### src/rtl/pwm_match_pkg.sv
package pwm_match_pkg;
    localparam int NMATCH = 7;
    localparam int NCH    = NMATCH - 1;
    localparam int IDX_W  = $clog2(NMATCH);
endpackage

### src/rtl/pwm_tick_gen.sv
module pwm_tick_gen #(
    parameter int PRE_W = 8
) (
    input  logic             clk,
    input  logic             rst_n,
    input  logic             run_en,
    input  logic [PRE_W-1:0] prescale,
    output logic             tick
);
    typedef struct packed {
        logic [PRE_W-1:0] pc;
    } st_t;

    st_t st_d, st_q;

    always_comb begin
        st_d = st_q;
        tick = run_en && (st_q.pc >= prescale);
        if (!run_en)   st_d.pc = '0;
        else if (tick) st_d.pc = '0;
        else           st_d.pc = st_q.pc + 1'b1;
    end

    always_ff @(posedge clk or negedge rst_n) begin
        if (!rst_n) st_q <= '0;
        else        st_q <= st_d;
    end

    // with a nonzero divider, two ticks never come back to back
    assert_tick_gap_R2: assert property (@(posedge clk) disable iff (!rst_n)
        (tick && prescale != '0) |=> (!tick || prescale == '0));
endmodule

### src/rtl/pwm_match_bank.sv
module pwm_match_bank #(
    parameter int CNT_W  = 16,
    parameter int NMATCH = 7,
    parameter int IDX_W  = 3
) (
    input  logic                         clk,
    input  logic                         rst_n,
    input  logic                         wr_en,
    input  logic [IDX_W-1:0]             wr_idx,
    input  logic [CNT_W-1:0]             wr_data,
    input  logic [NMATCH-1:0]            latch_req,
    input  logic                         load,
    output logic [NMATCH-1:0][CNT_W-1:0] act_cur,
    output logic [NMATCH-1:0][CNT_W-1:0] act_nxt
);
    typedef struct packed {
        logic [NMATCH-1:0][CNT_W-1:0] shd;
        logic [NMATCH-1:0][CNT_W-1:0] act;
        logic [NMATCH-1:0]            pend;
    } st_t;

    st_t st_d, st_q;

    always_comb begin
        st_d = st_q;
        for (int k = 0; k < NMATCH; k++) begin
            if (load && st_q.pend[k]) st_d.act[k] = st_q.shd[k];
        end
        st_d.pend = (load ? '0 : st_q.pend) | latch_req;
        if (wr_en && (int'(wr_idx) < NMATCH)) st_d.shd[wr_idx] = wr_data;
    end

    always_ff @(posedge clk or negedge rst_n) begin
        if (!rst_n) st_q <= '0;
        else        st_q <= st_d;
    end

    assign act_cur = st_q.act;
    assign act_nxt = st_d.act;

    // active copies only move on a wrap
    assert_active_hold_R3: assert property (@(posedge clk) disable iff (!rst_n)
        !load |=> $stable(act_cur));
    // a wrap disarms everything not re-armed in the same cycle
    assert_pend_clear_R3: assert property (@(posedge clk) disable iff (!rst_n)
        load |=> ((st_q.pend & ~$past(latch_req)) == '0));
endmodule

### src/rtl/pwm_channel.sv
module pwm_channel #(
    parameter int CNT_W = 16
) (
    input  logic             clk,
    input  logic             rst_n,
    input  logic             run_en,
    input  logic             ch_en,
    input  logic             dbl,
    input  logic             tick,
    input  logic [CNT_W-1:0] cnt_nxt,
    input  logic [CNT_W-1:0] m_set,
    input  logic [CNT_W-1:0] m_clr,
    output logic             pwm
);
    typedef struct packed {
        logic lvl;
    } st_t;

    st_t st_d, st_q;

    always_comb begin
        st_d = st_q;
        if (!run_en || !ch_en) begin
            st_d.lvl = 1'b0;
        end else if (tick) begin
            if (dbl) begin
                if (cnt_nxt == m_clr)      st_d.lvl = 1'b0;
                else if (cnt_nxt == m_set) st_d.lvl = 1'b1;
            end else begin
                st_d.lvl = (cnt_nxt < m_clr);
            end
        end
    end

    always_ff @(posedge clk or negedge rst_n) begin
        if (!rst_n) st_q <= '0;
        else        st_q <= st_d;
    end

    assign pwm = st_q.lvl;

    assert_idle_low_R8: assert property (@(posedge clk) disable iff (!rst_n)
        !run_en |=> !pwm);
    assert_chan_off_R9: assert property (@(posedge clk) disable iff (!rst_n)
        !ch_en |=> !pwm);
    // a zero edge in single mode never lets the output rise
    assert_zero_low_R5: assert property (@(posedge clk) disable iff (!rst_n)
        (tick && !dbl && m_clr == '0) |=> !pwm);
endmodule

### src/rtl/pwm_match_gen.sv
module pwm_match_gen
    import pwm_match_pkg::*;
#(
    parameter int CNT_W = 16,
    parameter int PRE_W = 8
) (
    input  logic             clk,
    input  logic             rst_n,
    input  logic             run_en,
    input  logic [PRE_W-1:0] prescale,
    input  logic             wr_en,
    input  logic [2:0]       wr_idx,
    input  logic [CNT_W-1:0] wr_data,
    input  logic [6:0]       latch_req,
    input  logic [5:0]       ch_en,
    input  logic [5:0]       ch_dbl,
    output logic [5:0]       pwm_out,
    output logic [6:0]       match_evt
);
    typedef struct packed {
        logic [CNT_W-1:0]  tc;
        logic [NMATCH-1:0] evt;
    } st_t;

    st_t  st_d, st_q;
    logic tick;
    logic wrap;
    logic [NMATCH-1:0][CNT_W-1:0] act_cur;
    logic [NMATCH-1:0][CNT_W-1:0] act_nxt;

    pwm_tick_gen #(.PRE_W(PRE_W)) u_tick (
        .clk(clk), .rst_n(rst_n), .run_en(run_en),
        .prescale(prescale), .tick(tick)
    );

    assign wrap = tick && (st_q.tc == act_cur[0]);

    pwm_match_bank #(.CNT_W(CNT_W), .NMATCH(NMATCH), .IDX_W(IDX_W)) u_bank (
        .clk(clk), .rst_n(rst_n), .wr_en(wr_en), .wr_idx(wr_idx),
        .wr_data(wr_data), .latch_req(latch_req), .load(wrap),
        .act_cur(act_cur), .act_nxt(act_nxt)
    );

    always_comb begin
        st_d = st_q;
        if (!run_en)   st_d.tc = '0;
        else if (wrap) st_d.tc = '0;
        else if (tick) st_d.tc = st_q.tc + 1'b1;
        for (int k = 0; k < NMATCH; k++) begin
            st_d.evt[k] = tick && (st_d.tc == act_nxt[k]);
        end
    end

    always_ff @(posedge clk or negedge rst_n) begin
        if (!rst_n) st_q <= '0;
        else        st_q <= st_d;
    end

    assign match_evt = st_q.evt;

    for (genvar n = 1; n <= NCH; n++) begin : g_ch
        pwm_channel #(.CNT_W(CNT_W)) u_ch (
            .clk(clk), .rst_n(rst_n), .run_en(run_en),
            .ch_en(ch_en[n-1]), .dbl(ch_dbl[n-1]), .tick(tick),
            .cnt_nxt(st_d.tc), .m_set(act_nxt[n-1]), .m_clr(act_nxt[n]),
            .pwm(pwm_out[n-1])
        );
    end

    assert_count_bound_R1: assert property (@(posedge clk) disable iff (!rst_n)
        st_q.tc <= act_cur[0]);
    assert_wrap_zero_R1: assert property (@(posedge clk) disable iff (!rst_n)
        wrap |=> (st_q.tc == '0));
    assert_count_hold_R2: assert property (@(posedge clk) disable iff (!rst_n)
        (run_en && !tick) |=> $stable(st_q.tc));
    assert_evt_period_R7: assert property (@(posedge clk) disable iff (!rst_n)
        match_evt[0] |-> (st_q.tc == act_cur[0]));
endmodule

### config.mk
export PLATFORM = sky130hd
export DESIGN_NAME = pwm_match_gen
export DESIGN_NICKNAME = d
export VERILOG_FILES = /design/src/rtl/pwm_match_pkg.sv /design/src/rtl/pwm_tick_gen.sv /design/src/rtl/pwm_match_bank.sv /design/src/rtl/pwm_channel.sv /design/src/rtl/pwm_match_gen.sv
export SDC_FILE = /design/constraint.sdc
export NUM_CORES = 1
export LEC_CHECK = 0
export ABC_AREA = 1
export ABC_CLOCK_PERIOD_IN_PS = 9400
export BUFFER_PORTS_ARGS = -buffer_cell sky130_fd_sc_hd__buf_2
export CORE_MARGIN = 2
export CORE_UTILIZATION = 50
export CTS_BUF_LIST = sky130_fd_sc_hd__clkbuf_8
export DETAILED_ROUTE_END_ITERATION = 10
export GPL_TIMING_DRIVEN = 0
export PLACE_DENSITY = 0.68
export SLEW_MARGIN = 20
export SYNTH_ARGS = -nofsm -noshare
export SYNTH_HDL_FRONTEND = slang
export SYNTH_SLANG_ARGS = --single-unit
### constraint.sdc
create_clock -name clk -period 9.4 [get_ports clk]
set_input_delay 0.94 -clock clk [delete_from_list [all_inputs] [get_ports clk]]
set_output_delay 0.94 -clock clk [all_outputs]
set_load 0.005 [all_outputs]
**Yosys cells after proc, flatten, opt, wreduce, memory -nomap -nowiden**

Cells that the tools add are included.

- Add/sub/neg operators: 2
- Multipliers: 0
- Divide/modulo/power cells: 0
- Order comparisons: 10
- Eq/ne operators: 14
- Shift operators: 0
- Muxes and demuxes: 46
- Bitwise operators: 1
- Reduce and logical (&&, ||, !) cells: 43

Operators with widths:

| operator | count |
|---|---|
| $mux 16 | 11 |
| $eq 16x16->1 | 8 |
| $bwmux 112 | 1 |
| $lt 16x16->1 | 6 |
| $demux 16 s3 | 1 |
| $mux 1 | 30 |
| $ne 4x1->1 const B | 6 |
| $logic_and 1x1->1 | 18 |
| $add 16x1->16 const B | 1 |
| $mux 8 | 2 |
| $reduce_and 2->1 | 6 |
| $reduce_bool 2->1 | 6 |
| $add 8x1->8 const B | 1 |
| $ge 8x8->1 | 1 |
| $logic_not 1->1 | 7 |
| $mux 7 | 1 |
| $or 7x7->7 | 1 |
| $logic_or 1x1->1 | 6 |
| $lt 3x4->1 const B | 1 |
| $ge 3x1->1 const B | 1 |
| $lt 3x3->1 const B | 1 |

- Flip-flop bits (word level): 268
- Bits in latches: 0
- Memory bits (writable): 0
- ROM bits: 0
- Bits of input ports: 50
- Logic and storage cells: 140
- Memories kept: 0

**Longest topological paths before layout**

Gate-level depths: netlist of run 1.

- Depth after elaboration: 11
- Mapped depth: 28
- Depth with buffers taken out: 26

**Hierarchy**

A second synthesis of run 1 with hierarchy kept.

- Cells, all modules: 2978
- Area, all modules: 20159.3 µm²

By module, submodules not included:

| module | instances | cells each | area an instance (µm²) | seq. area each (µm²) |
|---|---|---|---|---|
| pwm_match_bank | 1 | 1229 | 10734.0 | 5780.5 |
| pwm_channel | 6 | 149 | 795.8 | 25.0 |
| pwm_match_gen | 1 | 782 | 4062.6 | 575.6 |
| pwm_tick_gen | 1 | 73 | 588.1 | 200.2 |

**Least setup slack after synthesis of run 1**

OpenSTA, ideal clock, no wires.

- Kind: input -> register
- Start point: input prescale[7]
- End point: register g_ch[4].u_ch.st_q
- Library setup time: 86 ps
- Arrival time: 4057 ps
- Setup slack: 5257 ps
- Stages: 23
- Cells stage by stage: inv_1 ha_1 nand2_1 nor2_1 nand4_1 nand3_1 nand2_1 nor2_8 buf_2 nand2_1 clkbuf_1 nand2_1 o21ai_0 ha_1 nand2_1 inv_1 nand3_1 inv_1 nand4_1 or4_1 nor2_1 nor3_1 nor3_1

- Word-level cells in the longest chain between the ends: 10

RTL lines:

| element | line | RTL |
|---|---|---|
| start: declaration | pwm_match_gen.sv:10 | `input logic [PRE_W-1:0] prescale,` |
| $ge 8x8->1 (*) | pwm_tick_gen.sv:18 | `tick = run_en && (st_q.pc >= prescale);` |
| $logic_and 1x1->1 (*) | pwm_tick_gen.sv:18 |  |
| parallel branches: the longest is 8 deep, another holds $lt 16x16->1 | -- |  |
| end signal: assignment | pwm_channel.sv:37 | `else st_q <= st_d;` |
| end: declaration | pwm_channel.sv:19 | `st_t st_d, st_q;` |

Every way passes the cells marked *. The select of a mux whose other input is x is not followed.
A chain may end at the register's enable or synchronous reset.

**Worst setup path in the final report of run 1**

- Start point: input prescale[7]
- End point: register g_ch[6].u_ch.st_q

- Word-level cells in the longest chain between the ends: 10

RTL lines:

| element | line |
|---|---|
| $ge 8x8->1 (*) | pwm_tick_gen.sv:18 |
| $logic_and 1x1->1 (*) | pwm_tick_gen.sv:18 |
| parallel branches: the longest is 8 deep, another holds $lt 16x16->1 | -- |
| end signal: assignment | pwm_channel.sv:37 |
| end: declaration | pwm_channel.sv:19 |

Marked as above.

==> results of run 1 <==
## worst max-delay path, cell delays in order
cell      delay [ns]
buf_2           0.07
inv_1           0.03
ha_1            0.28
nand2_1         0.07
nor2_1          0.17
nand4_1         0.13
nand3_1         0.20
nand2_1         0.21
nor2_8          0.23
buf_2           0.37
nand2_1         0.18
clkbuf_1        0.29
nand2_1         0.13
o21ai_0         0.15
ha_1            0.34
nand2_1         0.05
inv_1           0.06
nand3_1         0.08
nor4_1          0.42
inv_1           0.15
o31a_1          0.28
nor2_1          0.09
nor3_1          0.07
o31ai_1         0.29
## sequential cells by signal, summed over array words and instances (netlist names)
signal / flops
u_bank.st_q: 119
match_evt: 7
g_ch.u_ch.pwm: 6
u_bank.act_cur: 112
st_q: 16
u_tick.st_q: 8
## metrics by stage
stage	setup slack, ns	std cells
4_1_cts	4.60	2270
2_1_floorplan	5.26	1755
5_1_grt	4.06	2270
3_5_place_dp	4.02	2199
3_3_place_gp	2.46	2195
6_report	4.58	2270
## power breakdown
| group | switching [W] | internal (W) | total [W] |
|---|---|---|---|
| logic | 0.000108 | 0.0000595 | 0.000167 |
| registers | 0.0000477 | 0.00125 | 0.00129 |
| clock network | 0.000467 | 0.000504 | 0.000971 |
| total | 0.000622 | 0.00181 | 0.00243 |
## worst max-delay path by stage
stage / from / end / slack, ns / cells after the start
floorplan: prescale[7] / g_ch[4].u_ch.pwm$_DFFE_PN0P_ / 5.26 / 23
global placement: rst_n / u_tick.st_q[6]$_DFF_PN0_ / 2.46 / 1
detailed placement: prescale[7] / g_ch[6].u_ch.pwm$_DFFE_PN0P_ / 4.02 / 24
CTS: prescale[7] / g_ch[6].u_ch.pwm$_DFFE_PN0P_ / 4.60 / 24
global route: prescale[7] / g_ch[6].u_ch.pwm$_DFFE_PN0P_ / 4.06 / 24
finish: prescale[7] / g_ch[6].u_ch.pwm$_DFFE_PN0P_ / 4.58 / 24
## layout make-up
type	instances	area, um^2	area share
Inverter	311	1170	0.0739
Tap cell	378	473	0.0299
Clock inverter	18	75.1	0.00475
Clock buffer	53	729	0.0461
Sequential cell	268	6710	0.424
Multi-Input combinational cell	1109	5910	0.374
Timing Repair Buffer	66	418	0.0264
Buffer	67	328	0.0207
## kinds of logic (layout without fill, tap and decap cells)
logic type,after synthesis,count (layout)
adders and majority gates,106,106
xor gates and xnor gates,10,10
DFF,268,268
buffers and inverters,378,515
and+or+nand+nor,693,693
AOI/OAI and AO/OA,294,294
muxes,6,6
## cell usage in the layout, fill, tap and decap left out, drive strengths merged, types with 4 or more instances in the layout
master | synthesis | routed
nor3 | 11 | 11
ha | 106 | 106
clkbuf | 42 | 95
o21ai | 223 | 223
mux2 | 6 | 6
inv | 311 | 325
nand4 | 14 | 14
o21a | 4 | 4
dfrtp | 268 | 268
nand2 | 495 | 495
a21o | 9 | 9
xor2 | 9 | 9
buf | 25 | 91
a21oi | 40 | 40
nor2 | 83 | 83
nand3b | 14 | 14
nand3 | 70 | 70
a211oi | 5 | 5
## metal layers
metal,global-route usage,part of all wire,up-vias
met5,0,0,-
met4,0.126,0.047,0
met3,0.0494,0.076,106
met2,0.439,0.44,382
met1,0.388,0.44,5555
li1,-,-,5770
==> impl_metrics.tcl, run 1 <==
set metrics [dict create \
    crit_required_ns 9.87 \
    worst_pin_slew_ns 1.07 \
    hold_viol 0 \
    timing.rr.start "u_tick.st_q[7]$_DFF_PN0_" \
    wl_mm 40.1 \
    numPortBuffers 62 \
    rows 61 \
    synth-compound-area-share 0.110 \
    vias 11800 \
    postRouteAntennaNets 0 \
    async_flop_share 1.00 \
    finalCritPeriodShare 0.513 \
    drive_gt1_frac 0.0957 \
    status "complete, no violations" \
    dr.first_iter.drc_count 986 \
    synth-seq-area-share 0.476 \
    tns_ns 0 \
    cts.sink_count 268 \
    ys_warn_count 0 \
    dp_hpwl_mm 27.3 \
    fin_worst_skew_ns 0.0238 \
    n_antenna_cell 0 \
    grt_first_pass_wirelength_mm 61.7 \
    die_x_um 172 \
    rsz0062_at_grt "false" \
    yosysTopAreaCellShare 0.476 \
    synth_area_leader_cell "dfrtp_1" \
    r2r_cells 22 \
    start_kind "input pin" \
    num-fill-cells 2649 \
    yosys.area_share.simple 0.203 \
    gp_congestion 0.910 \
    synth_cell_types 42 \
    synth.most_common_cell "nand2_1" \
    maxCapViolCount 0 \
    fin_crit_ns 4.82 \
    p_per_area_nw_per_um2 154 \
    synth_mux_area_frac 0.00479 \
    grt.overflow.total 0 \
    syn_area_um2 14100 \
    dr.pass1.iters 5 \
    final_nets 2026 \
    tritoncts "done" \
    synthCells 1755 \
    synthAdderAreaFrac 0.0941 \
    htreeDepth 2 \
    power_w 0.00243 \
    ios 63 \
    vdd_drop_max_uv 90.0 \
    hold_buffers 0 \
    dieArea_um2 29600 \
    postPlaceCellArea_um2 15000 \
    ys_top_cells_by_area "dfrtp_1 48%, nand2_1 13%, ha_1 9.4%" \
    synth_xor_area_frac 0.00621 \
    cp.arrival_ns 5.29 \
    wl_per_cell_um 17.7 \
    ys_top_cells_by_count "483 x nand2_1, 301 x inv_1, 268 x dfrtp_1" \
    crit_fanout 10 \
    antenna_found_initial 2 \
    syn_avg_cell_area_um2 8.03 \
    ys.flop_type "dfrtp_1" \
    syn_nets 1911 \
    hold_slack_ns 0.318 \
    synth-seq-cells 268 \
    r2r_slack_ns 4.66 \
    die_h_um 172 \
    clockBufferDepth 3 \
    post_cts_buffers 0 \
    synth_edf_count 0 \
    post-route-drc-count 0 \
    hold_path_class "input pin to async pin" \
    grt_pass1_vias 11300 \
    worstSetupPathType "input pin to flip-flop" \
    viasPerCell 5.20 \
    fin_area_um2 15800 \
    post_cts_resized 0 \
    area_growth_pct 12.1 \
    coreArea_um2 27800 \
    end_kind "flip-flop" \
    setup_viol 0 \
    cts_root_buf "clkbuf_8" \
    postLayoutCoreUtil 0.569 \
    r2r-end "g_ch[6].u_ch.pwm$_DFFE_PN0P_" \
    grt_usage 0.282 \
    path_clk_slew_ns 0.06 \
    grt_max_degree 74 \
    fmax_ghz 0.208 \
    relSlewSlack 0.285 \
    clock_latency_ns 0.57 \
    synth_top_family_by_area "simple AND/OR/NAND/NOR gates" \
    slew_violations 0 \
    cts_buffers 47 \
    start_util 0.507 \
    power.leakage_nw 8.53 \
]
(Power assumes the default switching activity.)
==> inputs of run 2 (changes only) <==
- ABC_CLOCK_PERIOD_IN_PS: 9400 -> 4900
- clock period: 9.4 -> 4.9 ns (I/O delays scaled with it)
==> impl_metrics.tcl, run 2 (synthesis results as in run 1) <==
set metrics [dict create \
    status "complete, no violations" \
    instances_no_fill 2276 \
    cts_buffers 47 \
    grt_usage 0.282 \
    power.leakage_nw 8.56 \
    worst_pin_slew_ns 1.11 \
    rsz0062_at_grt "false" \
    setup_viol 0 \
    finalCritPeriodShare 0.904 \
    die_h_um 172 \
    viasPerCell 5.20 \
    postPlaceCellArea_um2 15000 \
    layout_commonest_cell "nand2_1" \
    fin_worst_skew_ns 0.0225 \
    final_nets 2032 \
    start_kind "flip-flop" \
    grt.overflow.total 0 \
    crit_start "u_tick.st_q[5]$_DFF_PN0_" \
    combPwrFrac 0.069 \
    p_per_area_nw_per_um2 294 \
    crit_fanout 10 \
    clkPwrFrac 0.399 \
    hold_viol 0 \
    switching_share 0.256 \
    vias 11800 \
    crit_required_ns 5.37 \
    coreArea_um2 27800 \
    rows 61 \
    fmax_ghz 0.226 \
    r2r_slack_ns 0.47 \
    wl_mm 40.1 \
    p_int_w 0.00347 \
    dr.pass1.iters 7 \
    gp_congestion 0.910 \
    dieArea_um2 29600 \
    tritoncts "done" \
    n_antenna_cell 0 \
    slew_violations 0 \
    post-route-drc-count 0 \
    dr.first_iter.drc_count 1002 \
    timing.rr.start "u_tick.st_q[5]$_DFF_PN0_" \
    area_growth_pct 12.5 \
    ios 63 \
    num-fill-cells 2646 \
    die_x_um 172 \
    path_clk_slew_ns 0.06 \
    antenna_found_initial 2 \
    grt_first_pass_wirelength_mm 61.7 \
    cts.sink_count 268 \
    fin_area_um2 15900 \
    wl_per_cell_um 17.6 \
    vdd_drop_max_uv 172 \
    min_from "latch_req[4]" \
    postRouteAntennaNets 0 \
    most-common-layout-cells "483 x nand2_1, 315 x inv_1, 268 x dfrtp_1" \
    grt_max_degree 74 \
    placedCellCount 2199 \
    maxCapViolCount 0 \
    largest_reg_flops 119 \
    power_switching_w 0.00119 \
    dp_hpwl_mm 27.3 \
    htreeDepth 2 \
    drive_gt1_frac 0.0985 \
    hold_path_class "input pin to flip-flop" \
    cp.arrival_ns 4.90 \
    clockBufferDepth 3 \
    end_kind "flip-flop" \
    tns_ns 0 \
    regMostFlops "u_bank.st_q" \
    relSlewSlack 0.258 \
    grt_pass1_vias 11300 \
    start_util 0.507 \
    fin_crit_ns 4.43 \
    cts_root_buf "clkbuf_8" \
    p_seq_frac 0.532 \
    numPortBuffers 62 \
    clock_latency_ns 0.57 \
    worstSetupPathType "flip-flop to flip-flop" \
]
## run 2: worst paths after layout
| path | to | cells past startpoint |
|---|---|---|
| min reg2reg | u_bank.st_q[122]$_DFFE_PN0P_ | 2 |
| min in group asynchronous | u_bank.st_q[138]$_DFFE_PN0P_ | 2 |
| max reg2reg | g_ch[6].u_ch.pwm$_DFFE_PN0P_ | 17 |
| min | u_bank.st_q[4]$_DFF_PN0_ | 2 |
| max in group asynchronous | u_bank.st_q[161]$_DFFE_PN0P_ | 3 |
| max | g_ch[6].u_ch.pwm$_DFFE_PN0P_ | 17 |
## run 2: through the flow
step | worst slack [ns] | util | power (W) | hold WS (ns)
CTS | 0.152 | 0.569 | 0.00470 | 0.0844
global placement | -1.59 | 0.536 | 0.00281 | 0.459
global route | 0.125 | 0.571 | 0.00488 | 0.0937
finish | 0.472 | 0.571 | 0.00467 | 0.108
floorplan | 1.21 | - | 0.00267 | 0.194
detailed placement | -0.0275 | 0.540 | 0.00284 | 0.465
## run 2: final cells by class
type,count,area [um^2],share of cell area
Multi-Input combinational cell,1109,5920,0.373
Timing Repair Buffer,73,473,0.0298
Clock inverter,18,75.1,0.00473
Sequential cell,268,6710,0.423
Clock buffer,53,729,0.0460
Inverter,311,1170,0.0736
Tap cell,378,473,0.0298
Buffer,66,323,0.0204
## run 2: critical path: stages, from the launching register on
cell and delay, ns:
dfrtp_1 0.39, ha_1 0.29, a21oi_1 0.13, nor2_1 0.05, nor2_1 0.14, nand3_1 0.20, buf_2 0.25, nand3_1 0.12
buf_2 0.38, nand3_1 0.15, inv_1 0.56, ha_1 0.25, nand4_1 0.12, nor2_1 0.10, nand3_1 0.10, nor3_1 0.65
nor3_1 0.15, o31ai_1 0.29
## run 2: power by group through the flow
stage	Clock (W)	Sequential, W	Combinational, W
3_5_place_dp	0	0.00252	0.000324
6_report	0.00186	0.00248	0.000322
4_1_cts	0.00189	0.00248	0.000326
3_3_place_gp	0	0.00251	0.000301
5_1_grt	0.00200	0.00250	0.000373
2_1_floorplan	0	0.00249	0.000175
## run 2: timing repair
item,in CTS,in global routing
endpoints found under the setup margin,0,4
gates resized for setup,0,1
setup buffers,0,6
endpoints found under the hold margin,59,0
hold buffers,1,0
## run 2: layer usage
layer	vias up	wire [um]	global-route usage
li1	5769	-	-
met1	5547	17600	0.388
met2	428	17700	0.439
met3	99	3070	0.0494
met4	0	1830	0.126
met5	-	0	0
==> inputs of run 3 (changes only) <==
- CTS_BUF_LIST: sky130_fd_sc_hd__clkbuf_8 -> sky130_fd_sc_hd__clkbuf_16
==> impl_metrics.tcl, run 3 (synthesis results as in run 1) <==
set metrics [dict create \
    r2r_slack_ns 0.52 \
    p_per_area_nw_per_um2 306 \
    setup_viol 0 \
    cp_slowest_cell "or4_1" \
    crit_start "u_tick.st_q[5]$_DFF_PN0_" \
    largest_reg_flops 119 \
    worstSetupPathType "flip-flop to flip-flop" \
    die_h_um 172 \
    n_antenna_cell 0 \
    critPathMaxStageDelay_ns 0.61 \
    fin_crit_ns 4.38 \
    gp_congestion 0.910 \
    wl_per_cell_um 17.8 \
    cts_root_buf "clkbuf_16" \
    regMostFlops "u_bank.st_q" \
    slew_violations 0 \
    end_kind "flip-flop" \
    cts.sink_count 268 \
    crit_required_ns 5.38 \
    num-fill-cells 2602 \
    vias 11900 \
    cts_buffers 29 \
    rows 61 \
    viasPerCell 5.26 \
    ios 63 \
    path_cells "ha_1 -> a21oi_1 -> nor2_1 -> nor2_1 -> nand3_1 -> buf_2 -> nand3_1 -> buf_2 -> nand3_1 -> inv_1 -> ha_1 -> nand2_1 -> inv_1 -> nand3_1 -> inv_1 -> nand4_1 -> or4_1 -> nor2_1 -> nor3_1 -> nor3_1" \
    path_clk_slew_ns 0.06 \
    crit_fanout 10 \
    postLayoutCoreUtil 0.575 \
    dr.pass1.iters 5 \
    power_w 0.00489 \
    wl_mm 40.1 \
    min_from "latch_req[4]" \
    hold_path_class "input pin to flip-flop" \
    hold_slack_ns 0.119 \
    worst_pin_slew_ns 1.04 \
    grt_max_degree 74 \
    postRouteAntennaNets 0 \
    final_nets 2016 \
    start_util 0.507 \
    timing.rr.start "u_tick.st_q[5]$_DFF_PN0_" \
    grt.overflow.total 0 \
    tritoncts "done" \
    htreeDepth 1 \
    fin_worst_skew_ns 0.0312 \
    grt_pass1_vias 11200 \
    power.leakage_nw 8.55 \
    start_kind "flip-flop" \
    antenna_found_initial 2 \
    layout_commonest_cell "nand2_1" \
    clock_latency_ns 0.56 \
    dp_hpwl_mm 27.3 \
    grt_usage 0.278 \
    area_growth_pct 13.3 \
    numPortBuffers 62 \
    cp.arrival_ns 4.86 \
    post-route-drc-count 0 \
    hold_depth 2 \
    drive_gt1_frac 0.0926 \
    fmax_ghz 0.228 \
    r2r-end "g_ch[4].u_ch.pwm$_DFFE_PN0P_" \
    dieArea_um2 29600 \
    rsz0062_at_grt "false" \
    r2r_cells 20 \
    hold_viol 0 \
    status "complete, no violations" \
    die_x_um 172 \
    tns_ns 0 \
    holdPathEnd "u_bank.st_q[4]$_DFF_PN0_" \
    grt_first_pass_wirelength_mm 61.3 \
    vdd_drop_max_uv 206 \
    finalCritPeriodShare 0.895 \
    clockBufferDepth 3 \
    coreArea_um2 27800 \
    most-common-layout-cells "483 x nand2_1, 306 x inv_1, 268 x dfrtp_1" \
    maxCapViolCount 0 \
    dr.first_iter.drc_count 1118 \
    crit_path_frequent_cell "nand3_1" \
    relSlewSlack 0.307 \
]
## run 3: cell types whose count changed in the layout (fill, tap and decap cells not counted), sizes merged
cell / change
bufinv: +2
buf: +2
clkbuf: -24
clkinvlp: +4
inv: -8
clkinv: +6
## run 3: critical path: cells and delay by family, from the launching register on
family	cells	cell delay [ns]
compound gates	1	0.13
buf+inv	5	1.27
flops	1	0.40
simple gates	12	2.00
fa+ha+maj	2	0.52
## run 3: where the power goes
part	leakage, nW	total, W	switching, W	internal, W
combinational	5.07	0.000322	0.000208	0.000115
clock	0.441	0.00209	0.000910	0.00118
sequential	3.04	0.00248	0.0000920	0.00239
total	8.55	0.00489	0.00121	0.00368
## run 3: routing by layer
layer	track usage	vias to the layer above	wire (um)
li1	-	5751	-
met4	0.108	0	1660
met3	0.0394	92	2970
met1	0.388	5626	17700
met2	0.443	414	17900
met5	0	-	0
## run 3: how the worst max path moves through the flow
stage,to,slack (ns)
floorplan,g_ch[4].u_ch.pwm$_DFFE_PN0P_,1.21
global placement,u_tick.st_q[6]$_DFF_PN0_,-1.59
CTS,g_ch[6].u_ch.pwm$_DFFE_PN0P_,0.11
detailed placement,g_ch[6].u_ch.pwm$_DFFE_PN0P_,-0.03
finish,g_ch[4].u_ch.pwm$_DFFE_PN0P_,0.52
global route,g_ch[4].u_ch.pwm$_DFFE_PN0P_,0.17
## run 3: cell type report
class | count | area, um^2 | area share
clock inverter | 22 | 164 | 0.0103
tap | 378 | 473 | 0.0296
buffer | 66 | 323 | 0.0202
inverter | 311 | 1170 | 0.0731
sequential | 268 | 6710 | 0.420
timing repair buffer | 75 | 488 | 0.0306
clock buffer | 29 | 726 | 0.0454
multi-input combinational | 1109 | 5920 | 0.371
## run 3: repair_timing
action                                  CTS  global route
endpoints found under the setup margin    0             5
hold buffers                              1             0
hold endpoints to repair                 59             0
buffers inserted                          0             8
gates resized for setup                   0             2
## run 3: through the flow
step	std cells	worst slack [ns]	area, um^2
2_1_floorplan	1755	1.21	14100
3_3_place_gp	2195	-1.59	14900
3_5_place_dp	2199	-0.0275	15000
4_1_cts	2251	0.106	15900
5_1_grt	2258	0.174	16000
6_report	2258	0.516	16000
